<file path="src/rtl/exec_pkg.sv">
package exec_pkg;
  localparam int INSN_W  = 32;
  localparam int DATA_W  = 32;
  localparam int IDX_W   = 5;
  localparam int OPC_W   = 6;
  localparam int FN_W    = 6;
  localparam int IMM_W   = 16;

  localparam logic [OPC_W-1:0] OPC_REG   = 6'b000000;
  localparam logic [OPC_W-1:0] OPC_ADDI  = 6'b001000;
  localparam logic [OPC_W-1:0] OPC_SLTI  = 6'b001010;
  localparam logic [OPC_W-1:0] OPC_ANDI  = 6'b001100;
  localparam logic [OPC_W-1:0] OPC_ORI   = 6'b001101;
  localparam logic [OPC_W-1:0] OPC_LUI   = 6'b001111;
  localparam logic [OPC_W-1:0] OPC_LOADW = 6'b100011;
  localparam logic [OPC_W-1:0] OPC_STOREW= 6'b101011;

  localparam logic [FN_W-1:0]  FN_ADD    = 6'b100000;
  localparam logic [FN_W-1:0]  FN_SUB    = 6'b100010;
  localparam logic [FN_W-1:0]  FN_SLT    = 6'b101010;

  typedef enum logic [2:0] {
    ALU_ADD, ALU_SUB, ALU_SLT, ALU_AND, ALU_OR, ALU_LUI
  } alu_op_e;

  typedef enum logic {
    EXT_SIGN, EXT_ZERO
  } ext_mode_e;

  typedef struct packed {
    alu_op_e   alu_op;
    logic      use_imm;
    ext_mode_e ext;
    logic      dest_is_rd;
    logic      writes_reg;
    logic      mem_rd;
    logic      mem_wr;
    logic      illegal;
  } ctrl_t;
endpackage

</file>
<file path="src/rtl/insn_decode.sv">
module insn_decode
  import exec_pkg::*;
(
  input  logic [INSN_W-1:0] insn,
  output logic [IDX_W-1:0]  rs_f,
  output logic [IDX_W-1:0]  rt_f,
  output logic [IDX_W-1:0]  rd_f,
  output logic [IMM_W-1:0]  imm_f,
  output ctrl_t             ctrl
);
  localparam int OPC_LSB = INSN_W - OPC_W;
  localparam int RS_LSB  = OPC_LSB - IDX_W;
  localparam int RT_LSB  = RS_LSB - IDX_W;
  localparam int RD_LSB  = RT_LSB - IDX_W;

  logic [OPC_W-1:0] opc_f;
  logic [FN_W-1:0]  fn_f;

  assign opc_f = insn[INSN_W-1:OPC_LSB];
  assign rs_f  = insn[RS_LSB +: IDX_W];
  assign rt_f  = insn[RT_LSB +: IDX_W];
  assign rd_f  = insn[RD_LSB +: IDX_W];
  assign imm_f = insn[IMM_W-1:0];
  assign fn_f  = insn[FN_W-1:0];

  always_comb begin
    ctrl            = '0;
    ctrl.alu_op     = ALU_ADD;
    ctrl.ext        = EXT_SIGN;
    ctrl.writes_reg = 1'b1;
    unique case (opc_f)
      OPC_REG: begin
        ctrl.dest_is_rd = 1'b1;
        unique case (fn_f)
          FN_ADD:  ctrl.alu_op = ALU_ADD;
          FN_SUB:  ctrl.alu_op = ALU_SUB;
          FN_SLT:  ctrl.alu_op = ALU_SLT;
          default: begin
            ctrl.illegal    = 1'b1;
            ctrl.writes_reg = 1'b0;
          end
        endcase
      end
      OPC_ADDI: begin
        ctrl.use_imm = 1'b1;
      end
      OPC_SLTI: begin
        ctrl.use_imm = 1'b1;
        ctrl.alu_op  = ALU_SLT;
      end
      OPC_ANDI: begin
        ctrl.use_imm = 1'b1;
        ctrl.ext     = EXT_ZERO;
        ctrl.alu_op  = ALU_AND;
      end
      OPC_ORI: begin
        ctrl.use_imm = 1'b1;
        ctrl.ext     = EXT_ZERO;
        ctrl.alu_op  = ALU_OR;
      end
      OPC_LUI: begin
        ctrl.use_imm = 1'b1;
        ctrl.ext     = EXT_ZERO;
        ctrl.alu_op  = ALU_LUI;
      end
      OPC_LOADW: begin
        ctrl.use_imm = 1'b1;
        ctrl.mem_rd  = 1'b1;
      end
      OPC_STOREW: begin
        ctrl.use_imm    = 1'b1;
        ctrl.mem_wr     = 1'b1;
        ctrl.writes_reg = 1'b0;
      end
      default: begin
        ctrl.illegal    = 1'b1;
        ctrl.writes_reg = 1'b0;
      end
    endcase
  end
endmodule

</file>
<file path="src/rtl/operand_sel.sv">
module operand_sel
  import exec_pkg::*;
#(
  parameter int WIDTH = DATA_W
) (
  input  logic [IMM_W-1:0] imm_f,
  input  ext_mode_e        ext,
  input  logic             use_imm,
  input  logic [WIDTH-1:0] reg_val,
  output logic [WIDTH-1:0] opnd
);
  localparam int PAD_W = WIDTH - IMM_W;

  logic [WIDTH-1:0] imm_ext;

  always_comb begin
    if (ext == EXT_SIGN) imm_ext = {{PAD_W{imm_f[IMM_W-1]}}, imm_f};
    else                 imm_ext = {{PAD_W{1'b0}}, imm_f};
    opnd = use_imm ? imm_ext : reg_val;
  end
endmodule

</file>
<file path="src/rtl/alu_core.sv">
module alu_core
  import exec_pkg::*;
#(
  parameter int WIDTH = DATA_W
) (
  input  logic [WIDTH-1:0] a,
  input  logic [WIDTH-1:0] b,
  input  alu_op_e          op,
  output logic [WIDTH-1:0] y
);
  localparam int LOW_W = WIDTH - IMM_W;

  logic lt_signed;
  assign lt_signed = $signed(a) < $signed(b);

  always_comb begin
    unique case (op)
      ALU_ADD: y = a + b;
      ALU_SUB: y = a - b;
      ALU_SLT: y = {{(WIDTH-1){1'b0}}, lt_signed};
      ALU_AND: y = a & b;
      ALU_OR:  y = a | b;
      ALU_LUI: y = {b[IMM_W-1:0], {LOW_W{1'b0}}};
      default: y = '0;
    endcase
  end
endmodule

</file>
<file path="src/rtl/insn_exec_unit.sv">
module insn_exec_unit
  import exec_pkg::*;
#(
  parameter int WIDTH = DATA_W
) (
  input  logic              clk,
  input  logic              rst,
  input  logic [INSN_W-1:0] insn,
  input  logic [WIDTH-1:0]  src_a,
  input  logic [WIDTH-1:0]  src_b,
  output logic [IDX_W-1:0]  rs_sel,
  output logic [IDX_W-1:0]  rt_sel,
  output logic [WIDTH-1:0]  result,
  output logic [WIDTH-1:0]  store_data,
  output logic [IDX_W-1:0]  dest_idx,
  output logic              reg_we,
  output logic              mem_rd,
  output logic              mem_wr,
  output logic              illegal
);
  logic [IDX_W-1:0] rd_f;
  logic [IMM_W-1:0] imm_f;
  ctrl_t            ctrl;
  logic [WIDTH-1:0] opnd_b;
  logic [WIDTH-1:0] alu_y;
  logic [IDX_W-1:0] dest_raw;
  logic             we_nxt;

  insn_decode u_dec (
    .insn  (insn),
    .rs_f  (rs_sel),
    .rt_f  (rt_sel),
    .rd_f  (rd_f),
    .imm_f (imm_f),
    .ctrl  (ctrl)
  );

  operand_sel #(.WIDTH(WIDTH)) u_opsel (
    .imm_f   (imm_f),
    .ext     (ctrl.ext),
    .use_imm (ctrl.use_imm),
    .reg_val (src_b),
    .opnd    (opnd_b)
  );

  alu_core #(.WIDTH(WIDTH)) u_alu (
    .a  (src_a),
    .b  (opnd_b),
    .op (ctrl.alu_op),
    .y  (alu_y)
  );

  assign dest_raw = ctrl.dest_is_rd ? rd_f : rt_sel;
  assign we_nxt   = ctrl.writes_reg && (dest_raw != '0);

  always_ff @(posedge clk) begin
    if (rst) begin
      result     <= '0;
      store_data <= '0;
      dest_idx   <= '0;
      reg_we     <= 1'b0;
      mem_rd     <= 1'b0;
      mem_wr     <= 1'b0;
      illegal    <= 1'b0;
    end else begin
      result     <= ctrl.illegal ? '0 : alu_y;
      store_data <= ctrl.mem_wr ? src_b : '0;
      dest_idx   <= we_nxt ? dest_raw : '0;
      reg_we     <= we_nxt;
      mem_rd     <= ctrl.mem_rd;
      mem_wr     <= ctrl.mem_wr;
      illegal    <= ctrl.illegal;
    end
  end

  assert_lui_upper_R6: assert property (@(posedge clk) disable iff (rst)
    (insn[INSN_W-1 -: OPC_W] == OPC_LUI) |=>
      (result == {$past(insn[IMM_W-1:0]), {(WIDTH-IMM_W){1'b0}}}));

  assert_slt_boolean_R3: assert property (@(posedge clk) disable iff (rst)
    ((insn[INSN_W-1 -: OPC_W] == OPC_SLTI) ||
     (insn[INSN_W-1 -: OPC_W] == OPC_REG && insn[FN_W-1:0] == FN_SLT)) |=>
      (result[WIDTH-1:1] == '0));

  assert_no_zero_write_R9: assert property (@(posedge clk) disable iff (rst)
    reg_we |-> (dest_idx != '0));

  assert_illegal_quiet_R10: assert property (@(posedge clk) disable iff (rst)
    illegal |-> (!reg_we && !mem_rd && !mem_wr && result == '0));

  assert_store_no_write_R8: assert property (@(posedge clk) disable iff (rst)
    mem_wr |-> (!reg_we && !mem_rd && store_data == $past(src_b)));

  assert_src_fields_R11: assert property (@(posedge clk) disable iff (rst)
    (rs_sel == insn[25:21]) && (rt_sel == insn[20:16]));
endmodule

</file>
<file path="config.mk">
export PLATFORM = sky130hd
export DESIGN_NAME = insn_exec_unit
export DESIGN_NICKNAME = d
export VERILOG_FILES = /design/src/rtl/exec_pkg.sv /design/src/rtl/insn_decode.sv /design/src/rtl/operand_sel.sv /design/src/rtl/alu_core.sv /design/src/rtl/insn_exec_unit.sv
export SDC_FILE = /design/constraint.sdc
export NUM_CORES = 1
export LEC_CHECK = 0
export CAP_MARGIN = 20
export CORE_AREA = 8 8 139 205
export CTS_CLUSTER_SIZE = 25
export DETAILED_ROUTE_END_ITERATION = 10
export DIE_AREA = 0 0 147 213
export PLACE_DENSITY = 0.6
export SLEW_MARGIN = 15
export SYNTH_ARGS = -nofsm -noshare
export SYNTH_HDL_FRONTEND = slang
export SYNTH_SLANG_ARGS = --single-unit
</file>
<file path="constraint.sdc">
create_clock -name clk -period 5.7 [get_ports clk]
set_input_delay 0.855 -clock clk [delete_from_list [all_inputs] [get_ports clk]]
set_output_delay 0.855 -clock clk [all_outputs]
set_load 0.05 [all_outputs]
</file>
# Word-level counts from Yosys, hierarchy flattened
# Cells that the tools add are included.
# classes
eq_ne	15
n_lt_le_gt_ge	1
n_reduce_logical	11
shift	0
n_addsub	2
bitwise_logic	4
multipliers	0
mux	15
div	0
# ops
cell	count
one-hot mux 32 bit (6 select lines)	1
2-to-1 mux 32 bit	2
adder 32 bit	1
bitwise AND 32 bit	1
less-than comparator 32 bit	1
OR 32 bit	1
subtractor 32 bit	1
equality test 6 x 4 -> 1 bit, second input constant	5
equality test 6 bit, second input constant	5
one-hot mux 3 bit (5 select lines)	1
2-to-1 mux 1 bit	7
OR reduction 7 bit	1
equality test 3 x 2 -> 1 bit, second input constant	2
equality test 3 bit, second input constant	2
logical NOT 6 bit	1
OR reduction 2 bit	3
OR reduction 3 bit	2
OR reduction 6 bit	1
2-to-1 mux 5 bit	1
nonzero test 5 bit	1
one-hot mux 1 bit (2 select lines)	2
one-hot mux 2 bit (2 select lines)	1
equality test 3 x 1 -> 1 bit, second input constant	1
logical NOT 3 bit	1
other kinds (2)	3
# totals
rom_bits	0
input_bits	98
word_cells	55
latchBits	0
mem_count	0
reg_bits	73
output_inout_bits	83
mem_bits_rw	0

# Logic depth before layout (Yosys ltp)
# depth
word_depth	7
mapped_depth	21
depth_no_buf	17

# By module
# From an unflattened synthesis, not the netlist that was laid out.
# hier_totals
cells_unflattened	1025
hier_area_um2	7955.1
# by_module_without_submodules
mod	area_per_inst_um2	seq_area_each_um2	cells_each	n_inst
alu_core	5041.1	0.0	744	1
insn_exec_unit	2021.9	1461.4	163	1
insn_decode	461.7	0.0	64	1
operand_sel	430.4	0.0	54	1

# Least setup slack after synthesis
# No wires, ideal clock.
# synth_timing
kind	input -> register
start	in insn[26]
end	reg result[27]
setup_ps	132
stages	21
required_time_ps	5568
n_path_buf	5
path_slack_ps	659
arrival_time_ps	4909
path_cell_list	buf_6 > nand3b_1 > nand4b_1 > a21oi_2 > buf_2 > buf_2 > a21boi_1 > clkbuf_1 > o21a_1 > inv_1 > ha_1 > clkbuf_1 > or4_1 > or2_2 > o22ai_1 > a2111oi_0 > o21ai_1 > a41oi_1 > xor2_1 > a221oi_1 > a21oi_1
# synth_between
elab_chain_len	7
elab_cells_between_ends	28
cone_classes	add/sub: 2; eq/ne: 12; mux: 7; bitwise: 2; reduce/logical: 5
# synth_rtl
item	line	rtl
start, declared	insn_exec_unit.sv:8	input logic [INSN_W-1:0] insn,
equality test 6 x 4 -> 1 bit	insn_decode.sv:31	unique case (opc_f)
OR reduction 3 bit (no line)	n/a	
2-to-1 mux 1 bit	insn_decode.sv:31	
2-to-1 mux 32 bit	operand_sel.sv:17	if (ext == EXT_SIGN) imm_ext = {{PAD_W{imm_f[IMM_W-1]}}, imm_f};
2-to-1 mux 32 bit	operand_sel.sv:19	opnd = use_imm ? imm_ext : reg_val;
subtractor 32 bit (tied with other cells)	alu_core.sv:19	ALU_SUB: y = a - b;
one-hot mux 32 bit (6 select lines)	alu_core.sv:17	unique case (op)
end signal, assigned	insn_exec_unit.sv:66	result <= ctrl.illegal ? '0 : alu_y;
end, declared	insn_exec_unit.sv:13	output logic [WIDTH-1:0] result,
# Parallel ways exist; a longest one is shown, timed or not.
# A chain may end at the register's enable or synchronous reset.

# Worst setup path in the final report
# layout_timing
start	in insn[27]
end	reg result[22]
# Same word-level chain as after synthesis.

==> results.yml <==
sta:
  timing.final.hold_violations: 0
  min_period_ns: 5.45
  setup_viol: 0
  maxSlewHeadroom: 0.376
  worstMarginPinSlew_ns: 0.934
  max_freq_ghz: 0.184
  rsz0062_at_grt: "false"
  period_share: 0.955
  timing.final.ws_setup_ns: 0.254
  drv_slew: 0
placement:
  gp_congestion: 0.961
  hpwlAfterDp_mm: 27.5
  pre_cts_ws_ns: -0.00715
  io_buffers: 170
clock_tree:
  cts_tree: "yes"
  cts_resized: 0
  clockBufferDepth: 2
  clk_pin_slew_ns: 0.07
  clock_sinks: 73
  numCtsBuffers: 9
  ctsHoldBuffers: 0
  htreeDepth: 3
  postCtsSetupBuffers: 0
  clockRootBuffer: "clkbuf_16"
synthesis:
  ys_warn_count: 0
  synth.top_cells.by_count: "inv_1, a21oi_1, ha_1"
  synth_nets: 1204
  seq_area_frac_synth: 0.194
  synth_area_leaders: "dfxtp_1, ha_1, a21oi_1"
  netlist_instances: 1007
  yosysUniqueCellTypes: 79
  async_flop_share: 0
  synth.most_common_cell: "inv_1"
  synth_area_um2: 7520
  synth_seq_cells: 73
  ys.flop_type: "dfxtp_1"
  synth_area_per_cell_um2: 7.47
  synth_edf_count: 0
  yosysTopAreaCell: "dfxtp_1"
  synth_top_area_frac: 0.194
grt:
  grt_usage: 0.209
  grt_pass1_vias: 8424
  grt_remaining_overflow: 0
  grt_max_degree: 35
  antenna_found_initial: 0
  grt_first_pass_wirelength_mm: 49.8
die:
  pin_count: 181
  die_y_um: 213
  die_area_um2: 31300
  dieWidth_um: 147
  row_count: 72
  coreArea_um2: 25600
  start_util: 0.294
run:
  maxCapViolations: 0
route:
  ant_nets: 0
  first_pass_iters: 5
  drtIter0Drc: 666
  viasPerCell: 5.49
  routed_wl_mm: 34.2
  num_vias: 8324
  wl_per_cell_um: 22.6
  drc: 0
finish:
  fin_nets: 1376
  utilization: 0.393
  syn_to_final_growth_pct: 33.7
  n_antenna_cell: 0
  drive_gt1_frac: 0.0861
power:
  power_per_cell_area_nw_per_um2: 197
  vdd_ir_drop_max_mv: 0.146
  leakage_nw: 4.27
worst_setup_path:
  start_kind: "input pin"
  crit_path_max_fanout: 34
  worstPathRequired_ns: 5.93
  crit_path_end_kind: "register"
  critPathKind: "in2reg"
  cp.arrival_ns: 5.68
status:
  status: "completed"
worst_hold_path:
  hp-class: "in2reg"
-- metal layers --
layer / up-vias / GRT usage / wire, µm
met2: 342 / 0.387 / 18000
met3: 96 / 0.0286 / 1670
met4: 0 / 0.150 / 2280
li1: 3945 / - / -
met1: 3941 / 0.213 / 12300
met5: - / 0 / 0
-- layout make-up --
class	instances	area [µm²]
inverters	104	390
well taps	333	417
repair buffers	231	2170
clock buffers	10	229
multi-input cells	760	5350
clock inverters	6	42.5
flip-flops and latches	73	1460
fillers	2691	15500
-- report_power, final --
| group | leakage [nW] | total, mW | switching, mW | internal (mW) |
|---|---|---|---|---|
| registers | 0.590 | 0.522 | 0.00286 | 0.519 |
| logic | 3.55 | 0.905 | 0.541 | 0.364 |
| clock network | 0.129 | 0.552 | 0.256 | 0.296 |
-- layout by cell type, fill, tap and decap left out, drive strengths merged, types with 14 or more instances in the layout --
cell type and n:
a21oi 102, a221oi 17, o21bai 14, a21o 14
nor2 73, buf 61, nor3 24, o21ai 58
dfxtp 73, ha 97, and2 36, nand2 72
o21a 18, inv 104, nand3 21, clkdlybuf4s50 170
-- critical path, stage by stage --
cell,delay [ns]
clkdlybuf4s50_1,0.62
nand4b_1,0.26
a21oi_4,0.25
buf_12,0.25
mux2i_1,0.53
fa_1,0.32
nor3b_1,0.32
o311ai_0,0.22
a31oi_1,0.37
buf_4,0.18
o2111ai_1,0.15
a211oi_1,0.54
o21bai_1,0.16
a21oi_1,0.17
a211oi_1,0.06
a211oi_1,0.41
-- sequential cells by signal, summed over array words and instances (netlist names) --
name        flops
mem_wr          1
store_data     32
result         32
reg_we          1
dest_idx        5
mem_rd          1
illegal         1
-- final timing paths --
kind	depth (start not counted)	end	slack (ns)	startpoint
setup / recovery	16	result[22]$_SDFF_PP0_	0.25	insn[27]
hold / removal	2	store_data[14]$_SDFF_PP0_	1.09	src_b[14]
-- cell families after synthesis --
group,synth area share
buf+inv,0.0973
compound gates,0.307
mux,0.0248
fa+ha+maj,0.167
flops,0.194
xor+xnor,0.0163
simple gates,0.194
-- through the flow --
| step | TNS [ns] | std cells | hold WS, ns | instance area (µm²) | power, mW |
|---|---|---|---|---|---|
| floorplan | 0 | 1007 | 0.931 | 7520 | 1.09 |
| global placement | 0 | 1501 | 1.45 | 9790 | 1.42 |
| detailed placement | -0.00715 | 1501 | 1.46 | 9790 | 1.42 |
| CTS | 0 | 1517 | 1.08 | 10100 | 1.98 |
| global route | 0 | 1517 | 1.10 | 10100 | 2.08 |
| finish | 0 | 1517 | 1.09 | 10100 | 1.98 |
Power figures use the tool's default switching activity.
